**config.mk**
```make
export PLATFORM = sky130hd
export DESIGN_NAME = dtm_retry_matcher
export DESIGN_NICKNAME = d
export VERILOG_FILES = /design/src/rtl/dtm_pkg.sv /design/src/rtl/dtm_ctrl_reg.sv /design/src/rtl/dtm_cmd_equiv.sv /design/src/rtl/dtm_fwd_xlate.sv /design/src/rtl/dtm_retry_matcher.sv
export SDC_FILE = /design/constraint.sdc
export NUM_CORES = 1
export LEC_CHECK = 0
export BUFFER_PORTS_ARGS = -buffer_cell sky130_fd_sc_hd__buf_2
export CORE_MARGIN = 10
export CORE_UTILIZATION = 37
export DETAILED_ROUTE_END_ITERATION = 7
export PLACE_DENSITY = 0.83
export SLEW_MARGIN = 40
export SYNTH_ARGS = -nofsm -noshare
export SYNTH_HDL_FRONTEND = slang
export SYNTH_SLANG_ARGS = --single-unit
export TNS_END_PERCENT = 10
```
**constraint.sdc**
```tcl
create_clock -name clk -period 2.4 [get_ports clk]
set_clock_uncertainty 0.15 [all_clocks]
set_input_delay 0 -clock clk [delete_from_list [all_inputs] [get_ports clk]]
set_output_delay 0 -clock clk [all_outputs]
set_load 0.02 [all_outputs]
```
**src/rtl/dtm_pkg.sv**
```systemverilog
// Shared command codes and control-bit positions for the retry matcher.
package dtm_pkg;
    localparam logic [3:0] CMD_MR  = 4'b0110;
    localparam logic [3:0] CMD_MW  = 4'b0111;
    localparam logic [3:0] CMD_MRM = 4'b1100;
    localparam logic [3:0] CMD_MRL = 4'b1110;
    localparam logic [3:0] CMD_MWI = 4'b1111;

    localparam int CMD_W    = 4;
    localparam int NSIDE    = 2;
    localparam int BIT_RDA  = 2;   // + side
    localparam int BIT_WRA  = 4;   // secondary only
    localparam int BIT_LMA  = 5;   // + side
    localparam int BIT_KEEP = 7;   // + side

    // True for one of the memory read commands that aliasing touches.
    function automatic logic is_burst_read(input logic [3:0] c);
        return (c == CMD_MRM) || (c == CMD_MRL);
    endfunction
endpackage

```
**src/rtl/dtm_ctrl_reg.sv**
```systemverilog
// Control register with byte-lane writes.
// Assumes: DATA_W is a multiple of 8; bits outside IMPL_MASK read as 0.
module dtm_ctrl_reg #(
    parameter int          DATA_W    = 16,
    parameter logic [15:0] IMPL_MASK = 16'h01FC,
    parameter logic [15:0] RST_VAL   = 16'h006C
) (
    input  logic                clk,
    input  logic                rst_n,
    input  logic                wr,
    input  logic [DATA_W/8-1:0] be,
    input  logic [DATA_W-1:0]   wdata,
    output logic [DATA_W-1:0]   q
);
    localparam int LANES = DATA_W / 8;

    for (genvar g = 0; g < LANES; g++) begin : g_lane
        // Load defaults on reset, else take the lane's masked write data.
        always_ff @(posedge clk) begin
            if (!rst_n)
                q[g*8 +: 8] <= RST_VAL[g*8 +: 8];
            else if (wr && be[g])
                q[g*8 +: 8] <= wdata[g*8 +: 8] & IMPL_MASK[g*8 +: 8];
        end
    end

    p_reset_value_r1: assert property (@(posedge clk) !rst_n |=> q == RST_VAL)
        else $error("control register not at default after reset");
    p_idle_stable_r2: assert property (@(posedge clk) disable iff (!rst_n)
        !wr |=> $stable(q))
        else $error("control register changed without a write");
    p_unimpl_zero_r1: assert property (@(posedge clk) disable iff (!rst_n)
        (q & ~IMPL_MASK) == '0)
        else $error("unimplemented control bit set");
endmodule

```
**src/rtl/dtm_cmd_equiv.sv**
```systemverilog
// Decides whether a retried command equals a stored one under one side's
// alias controls. Assumes the caller has already qualified side and address.
module dtm_cmd_equiv
    import dtm_pkg::*;
(
    input  logic [CMD_W-1:0] stored,
    input  logic [CMD_W-1:0] retry,
    input  logic             rd_alias,
    input  logic             wr_alias,
    input  logic             lm_alias,
    output logic             equiv
);
    // Exact equality, or one of the enabled directional alias pairs.
    always_comb begin
        equiv = (stored == retry);
        if (rd_alias && stored == CMD_MR && is_burst_read(retry))
            equiv = 1'b1;
        if (lm_alias && is_burst_read(stored) && is_burst_read(retry))
            equiv = 1'b1;
        if (wr_alias && stored == CMD_MW && retry == CMD_MWI)
            equiv = 1'b1;
    end
endmodule

```
**src/rtl/dtm_fwd_xlate.sv**
```systemverilog
// Picks the destination command for an accepted command: a
// write-and-invalidate is downgraded to a memory write unless kept.
module dtm_fwd_xlate
    import dtm_pkg::*;
(
    input  logic [CMD_W-1:0] cmd_in,
    input  logic             keep_mwi,
    output logic [CMD_W-1:0] cmd_out
);
    // Downgrade only the write-and-invalidate code.
    always_comb begin
        cmd_out = cmd_in;
        if (cmd_in == CMD_MWI && !keep_mwi)
            cmd_out = CMD_MW;
    end
endmodule

```
**src/rtl/dtm_retry_matcher.sv**
```systemverilog
// Delayed-transaction retry matcher: registered alias controls, one
// equivalence check per side, and the forwarding command translator.
// Assumes side 0 is primary and side 1 is secondary.
module dtm_retry_matcher
    import dtm_pkg::*;
#(
    parameter int CFG_W = 16
) (
    input  logic               clk,
    input  logic               rst_n,
    input  logic               cfg_wr,
    input  logic [CFG_W/8-1:0] cfg_be,
    input  logic [CFG_W-1:0]   cfg_wdata,
    output logic [CFG_W-1:0]   cfg_rdata,
    input  logic [CMD_W-1:0]   stored_cmd,
    input  logic               stored_side,
    input  logic [CMD_W-1:0]   retry_cmd,
    input  logic               retry_side,
    input  logic               addr_hit,
    output logic               retry_match,
    input  logic               fwd_side,
    input  logic [CMD_W-1:0]   fwd_cmd_in,
    output logic [CMD_W-1:0]   fwd_cmd_out
);
    logic [CFG_W-1:0] ctrl;
    logic [NSIDE-1:0] eq_side;
    logic [NSIDE-1:0] wr_alias;

    dtm_ctrl_reg #(.DATA_W(CFG_W)) u_ctrl (
        .clk(clk), .rst_n(rst_n), .wr(cfg_wr), .be(cfg_be),
        .wdata(cfg_wdata), .q(ctrl)
    );

    assign cfg_rdata = ctrl;
    assign wr_alias  = {ctrl[BIT_WRA], 1'b0};

    for (genvar s = 0; s < NSIDE; s++) begin : g_side
        dtm_cmd_equiv u_eq (
            .stored(stored_cmd), .retry(retry_cmd),
            .rd_alias(ctrl[BIT_RDA + s]), .wr_alias(wr_alias[s]),
            .lm_alias(ctrl[BIT_LMA + s]), .equiv(eq_side[s])
        );
    end

    // Qualify command equivalence by address and by originating side.
    always_comb begin
        retry_match = addr_hit && (stored_side == retry_side) && eq_side[retry_side];
    end

    dtm_fwd_xlate u_xlate (
        .cmd_in(fwd_cmd_in), .keep_mwi(ctrl[BIT_KEEP + fwd_side]),
        .cmd_out(fwd_cmd_out)
    );

    p_hit_needed_r3: assert property (@(posedge clk) disable iff (!rst_n)
        !addr_hit |-> !retry_match) else $error("match without address hit");
    p_side_needed_r3: assert property (@(posedge clk) disable iff (!rst_n)
        (stored_side != retry_side) |-> !retry_match) else $error("match across sides");
    p_nonmem_exact_r7: assert property (@(posedge clk) disable iff (!rst_n)
        (retry_match && !is_burst_read(retry_cmd) && retry_cmd != CMD_MWI)
            |-> retry_cmd == stored_cmd) else $error("non-aliased command matched inexactly");
    p_primary_no_walias_r6: assert property (@(posedge clk) disable iff (!rst_n)
        (retry_side == 1'b0 && retry_cmd == CMD_MWI && stored_cmd == CMD_MW)
            |-> !retry_match) else $error("primary write alias");
    p_xlate_only_mwi_r8: assert property (@(posedge clk) disable iff (!rst_n)
        (fwd_cmd_out != fwd_cmd_in) |-> (fwd_cmd_in == CMD_MWI && fwd_cmd_out == CMD_MW))
        else $error("translator changed a non-MWI command");
endmodule

```
==> metrics.md, run 1 <==
| Metric | Value |
|---|---|
| DR iter-0 viols | `14` |
| Post-synthesis average cell area | `around 7.7 um^2` |
| Total Power | `374 uW` |
| Top Ports | `just under 60` |
| Layout cell share with drive strength beyond 1 | `a little under two fifths` |
| Initial Util | `38.6%` |
| Gpl congestion | `around 0.76` |
| Path depth of the worst reg2reg path | `3` |
| Drc violations | `0` |
| Fin Hold WS | `94.5 ps` |
| GR Overflow Total | `0` |
| Finished Cell Area | `between 800 and 900 um^2` |
| Cell Chain, Critical Path | `dlygate4sd3_1 -> buf_2 -> nand3_1 -> dlygate4sd3_1 -> a21boi_0 -> dlygate4sd3_1` |
| CTS Sinks | `7` |
| WL final | `2110 um` |
| Register name with the most flops | `u_ctrl.q` |
| Leakage | `around 0.00043 uW` |
| Max Cap Violations | `0` |
| H-tree Lvls | `1` |
| Area delta synth->final | `52.9%` |
| Arrival time worst endpoint | `about 2000 ps` |
| Worst path bufs/invs | `4` |
| Placed Instance Area | `between 600 and 700 um^2` |
| PortBufs | `39` |
| Fill cells | `between 100 and 150` |
| Cells after Synth | `74` |
| DIE HEIGHT | `59.2 um` |
| Final slew viol count | `0` |
| Crit Path Class | `input port to register` |
| Setup TNS | `0 ps` |
| Achievable frequency | `~520 MHz` |
| CTS Buf Count | `3` |
| Initial antenna violation count | `0` |
| Largest net degree at the start of global routing | `8` |
| Crit Path Max Fanout | `1` |
| Number of cell rows | `14` |
| Top Family by Delay on Critical Path | `buffers and inverters` |
| Worst hold path cell count | `2` |
| Worst EP required | `2460 ps` |
| Die area | `about 3500 um^2` |
| Cell at the slowest stage of the critical path | `dlygate4sd3_1` |
| Post-DP HPWL | `around 1500 um` |
| Clk slew on worst S/H paths | `~60 ps` |
| Routed Antenna Nets | `0` |
| Peak supply drop | `between 0.2 and 0.3 mV` |
| Min-delay worst type | `input port to primary output` |
| Largest register FFs | `7` |
| DR pass1 iterations | `4` |
| CTS tree | `yes` |
| Synth Warn # | `0` |
| Yosys cell types | `22` |
| Final Cycle Share | `between 70 and 80%` |
| Max clock buf depth | `2` |
| Die W | `between 50 and 60 um` |
| Mapped Area | `about 570 um^2` |
| Inserted Diodes | `0` |
| Synthesized flop and latch total | `7` |
| Pwr/cell area | `431 nW/um^2` |
| Nets | `160` |
| Crit path largest cell delay | `approximately 560 ps` |
| CP dominant cell by count | `dlygate4sd3_1` |
| Critical path endpoint category | `register` |
| All-Layer GR Usage | `12.2%` |
| Placeable Area | `between 1000 and 1500 um^2` |
| Number of global-route vias before repair | `725` |
| Largest registers | `u_ctrl.q (7)` |
| Final Critical Period | `between 1500 and 2000 ps` |
| Outcome | `completed` |
| Seq/Total Area, Yosys | `around 25%` |
| Final count of negative-setup-slack endpoints | `0` |
| DR vias/cell | `between 4 and 5` |
| Final hold violation count | `0` |
| Critical path depth in cells | `6` |
| Vias | `657` |
| Root Buffer Master | `clkbuf_4` |
| Critical path launch point type | `input port` |
| RSZ-0062 raised after global routing | `false` |
| Post-Route Utilization | `between 50 and 60%` |
| Clk_lat worst skew | `between 200 and 300 ps` |
| First-pass GRT wire length | `roughly 3300 um` |
| Wire per inst | `15.3 um` |
==> through the flow <==
step | instances | setup WS [ps]
2_1_floorplan | 82 | 1250
3_3_place_gp | 119 | 1280
3_5_place_dp | 119 | 1280
4_1_cts | 138 | 551
5_1_grt | 138 | 448
6_report | 138 | 493
==> layer usage <==
metal | up-vias | part of all wire [%] | global-route usage [%]
met5 | - | 0 | 0
met4 | 0 | 1.9 | 7.87
met2 | 30 | 56 | 23.2
li1 | 321 | - | -
met1 | 301 | 32 | 10.6
met3 | 5 | 9.5 | 3.86
==> cell type report <==
| cell class | instances | area (um^2) | share of cell area (%) |
|---|---|---|---|
| well taps | 16 | 20.0 | 2.31 |
| inverters | 2 | 7.51 | 0.865 |
| clock buffers | 4 | 26.3 | 3.03 |
| repair buffers | 54 | 345 | 39.8 |
| multi-input cells | 55 | 329 | 37.9 |
| flip-flops and latches | 7 | 140 | 16.1 |
==> final timing paths <==
path	from	end	slack, ps
min reg2reg	u_ctrl.q[3]	u_ctrl.q[3]	900
max	cfg_wdata[8]	u_ctrl.q[8]	490
max reg2reg	u_ctrl.q[7]	u_ctrl.q[7]	1010
min	fwd_cmd_in[0]	fwd_cmd_out[0]	90
==> where the power goes <==
group	total (uW)	internal [uW]	switching [uW]
Combinational	124	57.3	66.9
Clock	120	64.2	55.7
Sequential	130	123	6.54
Total	374	245	129
==> cells in the final DEF, fill, tap and decap left out, types with 2 or more instances in the layout <==
| cell | instances |
|---|---|
| a21boi_0 | 3 |
| a311o_2 | 2 |
| buf_2 | 39 |
| clkbuf_4 | 3 |
| conb_1 | 9 |
| dfxtp_1 | 7 |
| dlygate4sd3_1 | 15 |
| inv_1 | 2 |
| mux2i_1 | 2 |
| nand2_1 | 18 |
| nand3_1 | 6 |
| nand4_1 | 2 |
| xnor2_1 | 3 |
| xor2_1 | 2 |
==> what timing repair did <==
item	CTS	global route
buffers inserted	0	0
hold buffers	15	0
hold endpoints to repair	7	0
resized for setup	0	0
==> worst register-to-register path, delay by kind of cell, from the launching register on <==
kind                   cells  cell delay (ps)
and+or+nand+nor            1               60
DFF                        1              380
AOI/OAI and AO/OA          1              160
buffers and inverters      1              580
==> cells by family after synthesis <==
| kind of cell | Yosys count | share of synthesized area, % |
|---|---|---|
| simple gates | 31 | 29.3 |
| mux | 2 | 3.52 |
| compound gates | 8 | 11.5 |
| xor+xnor | 5 | 7.71 |
| other cells | 1 | 0.660 |
| buf+inv | 20 | 22.7 |
| flops | 7 | 24.7 |
==> cells in the mapped netlist <==
library cell	instances	area share (%)
a41oi_1	1	1.5
buf_2	1	0.88
xor2_1	2	3.1
inv_1	2	1.3
a311o_2	2	4.0
nand2_1	18	12
nand4_1	2	2.2
nand3_1	6	5.3
mux2i_1	2	3.5
nand4b_1	1	1.5
a21boi_0	3	4.0
xnor2_1	3	4.6
nor2_1	1	0.66
buf_4	14	19
clkbuf_1	3	2.0
nor2b_4	1	2.4
conb_1	1	0.66
a21oi_1	1	0.88
nor4b_4	1	4.2
and2_1	1	1.1
dfxtp_1	7	25
o22ai_1	1	1.1
No activity file was read; power rests on OpenSTA's default activity.
==> run 2: changes to the inputs <==
--- a/config.mk
+++ b/config.mk
@@ -7,9 +7,9 @@
 export LEC_CHECK = 0
 export BUFFER_PORTS_ARGS = -buffer_cell sky130_fd_sc_hd__buf_2
 export CORE_MARGIN = 10
-export CORE_UTILIZATION = 37
+export CORE_UTILIZATION = 34
 export DETAILED_ROUTE_END_ITERATION = 7
-export PLACE_DENSITY = 0.83
+export PLACE_DENSITY = 0.78
 export SLEW_MARGIN = 40
 export SYNTH_ARGS = -nofsm -noshare
 export SYNTH_HDL_FRONTEND = slang
==> constraint.sdc (replaced) <==
create_clock -name clk -period 1.76 [get_ports clk]
set_clock_uncertainty 0.15 [all_clocks]
set_input_delay 0 -clock clk [delete_from_list [all_inputs] [get_ports clk]]
set_output_delay 0 -clock clk [all_outputs]
set_load 0.02 [all_outputs]
==> run 2 against run 1 <==
Sequential share of layout area is 0.45 points lower; flip-flop and latch count stayed put; routed wire length is 2.0% higher; cell count is 2.9% higher; global-route usage is 0.97 points lower; largest power group unchanged.
==> metrics.md, run 2 (synthesis gave the netlist of run 1 again) <==
| Metric | Value |
|---|---|
| Finished Cell Area | `893 um^2` |
| Leading cell types in the layout, fill and taps excluded | `39 x buf_2, 18 x nand2_1, 17 x dlygate4sd3_1` |
| Outcome | `completed` |
| Area of the multi-input gates | `~330 um^2` |
| Critical path launch point type | `input port` |
| Number of cell rows | `14` |
| Achievable frequency | `about 690 MHz` |
| Fin Hold WS | `91.6 ps` |
| PortBufs | `39` |
| Vias | `between 600 and 700` |
| Register area | `between 100 and 150 um^2` |
| Crit path largest cell delay | `about 550 ps` |
| Largest net degree at the start of global routing | `8` |
| Final hold violation count | `0` |
| Worst EP required | `1790 ps` |
| Reg-to-Reg End | `u_ctrl.q[4]` |
| Gpl congestion | `about 0.78` |
| Fill cells | `approximately 140` |
| Min-delay worst type | `input port to primary output` |
| DR pass1 iterations | `6` |
| All-Layer GR Usage | `11.3%` |
| Wire per inst | `roughly 15 um` |
| Pwr/cell area | `around 560 nW/um^2` |
| Largest register FFs | `7` |
| Post-cts resize count | `0` |
| Path depth of the worst reg2reg path | `3` |
| Total Power | `499 uW` |
| Initial Util | `approximately 37%` |
| Hold Crit Start | `fwd_cmd_in[0]` |
| Placed Instance Area | `around 690 um^2` |
| Initial antenna violation count | `2` |
| DR iter-0 viols | `14` |
| Cell Chain, Critical Path | `dlygate4sd3_1 -> buf_2 -> nand2_1 -> dlygate4sd3_1 -> nand2_1 -> a21boi_0` |
| WHS Endpoint | `fwd_cmd_out[0]` |
| Routed Antenna Nets | `0` |
| Arrival time worst endpoint | `approximately 1500 ps` |
| Max clock buf depth | `2` |
| Critical path endpoint category | `register` |
| Final slew viol count | `0` |
| Final non-filler cell total | `between 100 and 150` |
| Peak supply drop | `around 0.34 mV` |
| CTS Sinks | `7` |
| Die W | `between 60 and 70 um` |
| WL final | `approximately 2200 um` |
| Top Ports | `between 50 and 60` |
| Crit Path Max Fanout | `2` |
| Final Critical Period | `1450 ps` |
| Commonest non-fill, non-tap cell in the layout | `buf_2` |
| Worst path bufs/invs | `3` |
| Leakage | `0.000436 uW` |
| Crit Path Class | `input port to register` |
| GR Overflow Total | `0` |
| Register name with the most flops | `u_ctrl.q` |
| Post-DP HPWL | `roughly 1400 um` |
| Area delta synth->final | `57.3%` |
| Placeable Area | `between 1500 and 2000 um^2` |
| Root Buffer Master | `clkbuf_4` |
| Placed cells | `roughly 120` |
| Final Cycle Share | `around 80%` |
| Top Family by Delay on Critical Path | `buffers and inverters` |
| DR vias/cell | `4.82` |
| First-pass GRT wire length | `roughly 3100 um` |
| H-tree Lvls | `1` |
| R2r setup slk | `about 380 ps` |
| Number of global-route vias before repair | `around 700` |
| DIE HEIGHT | `around 61 um` |
| Worst r2r src | `u_ctrl.q[4]` |
| Die area | `approximately 3700 um^2` |
| Setup TNS | `0 ps` |
| Max Cap Violations | `0` |
| Cell at the slowest stage of the critical path | `dlygate4sd3_1` |
| RSZ-0062 raised after global routing | `false` |
| Worst hold path cell count | `2` |
| Drc violations | `0` |
| CTS Buf Count | `3` |
| CTS tree | `yes` |
| Layout cell share with drive strength beyond 1 | `a little under two fifths` |
| Clk_lat worst skew | `about 250 ps` |
| Nets | `162` |
| Largest registers | `u_ctrl.q (7)` |
| Clk slew on worst S/H paths | `around 50 ps` |
| Final count of negative-setup-slack endpoints | `0` |
## run 2: worst max-delay path by stage
stage                      startpoint        endpoint  slack (ps)  cells past startpoint
final                       cfg_be[1]     u_ctrl.q[8]         310                      6
after global routing      u_ctrl.q[4]     retry_match         240                      5
after CTS                 u_ctrl.q[4]     retry_match         330                      5
after detailed placement  u_ctrl.q[4]     retry_match         620                      5
after global placement    u_ctrl.q[4]     retry_match         610                      5
after floorplan           u_ctrl.q[8]  fwd_cmd_out[3]         610                      2
## run 2: per-stage QoR
step	setup slack [ps]	utilization [%]
finish	310	58.0
floorplan	615	-
detailed placement	615	44.9
global placement	615	44.9
global route	237	58.0
CTS	335	57.6
## run 2: layout make-up
| cell class | instances | area share [%] |
|---|---|---|
| Antenna cell | 2 | 0.560 |
| Timing Repair Buffer | 56 | 40.9 |
| Sequential cell | 7 | 15.7 |
| Tap cell | 16 | 2.24 |
| Multi-Input combinational cell | 55 | 36.8 |
| Clock buffer | 4 | 2.94 |
| Inverter | 2 | 0.840 |
## run 2: timing repair
| action | CTS | global route |
|---|---|---|
| setup buffers | 0 | 0 |
| hold buffers | 17 | 0 |
| endpoints found under the hold margin | 7 | 0 |
## run 2: layer usage
metal | GRT usage (%) | wire length, um | vias to the layer above | part of all wire [%]
met3 | 3.97 | 222 | 6 | 10
met2 | 21.0 | 1160 | 45 | 54
met5 | 0 | 0 | - | 0
met1 | 9.79 | 689 | 306 | 32
li1 | - | - | 327 | -
met4 | 7.84 | 79 | 0 | 3.7
## run 2: worst register-to-register path, delay by kind of cell (launching register included)
kind,cells,cell delay (ps)
compound gates,1,200
buf+inv,1,570
flops,1,340
simple gates,1,70
## run 2: report_power, final
group,leakage (uW),internal [uW],switching (uW),total [uW]
combinational,0.000364,81.4,93.3,175
clock,0.0000150,86.6,60.6,147
sequential,0.0000577,168,8.46,177
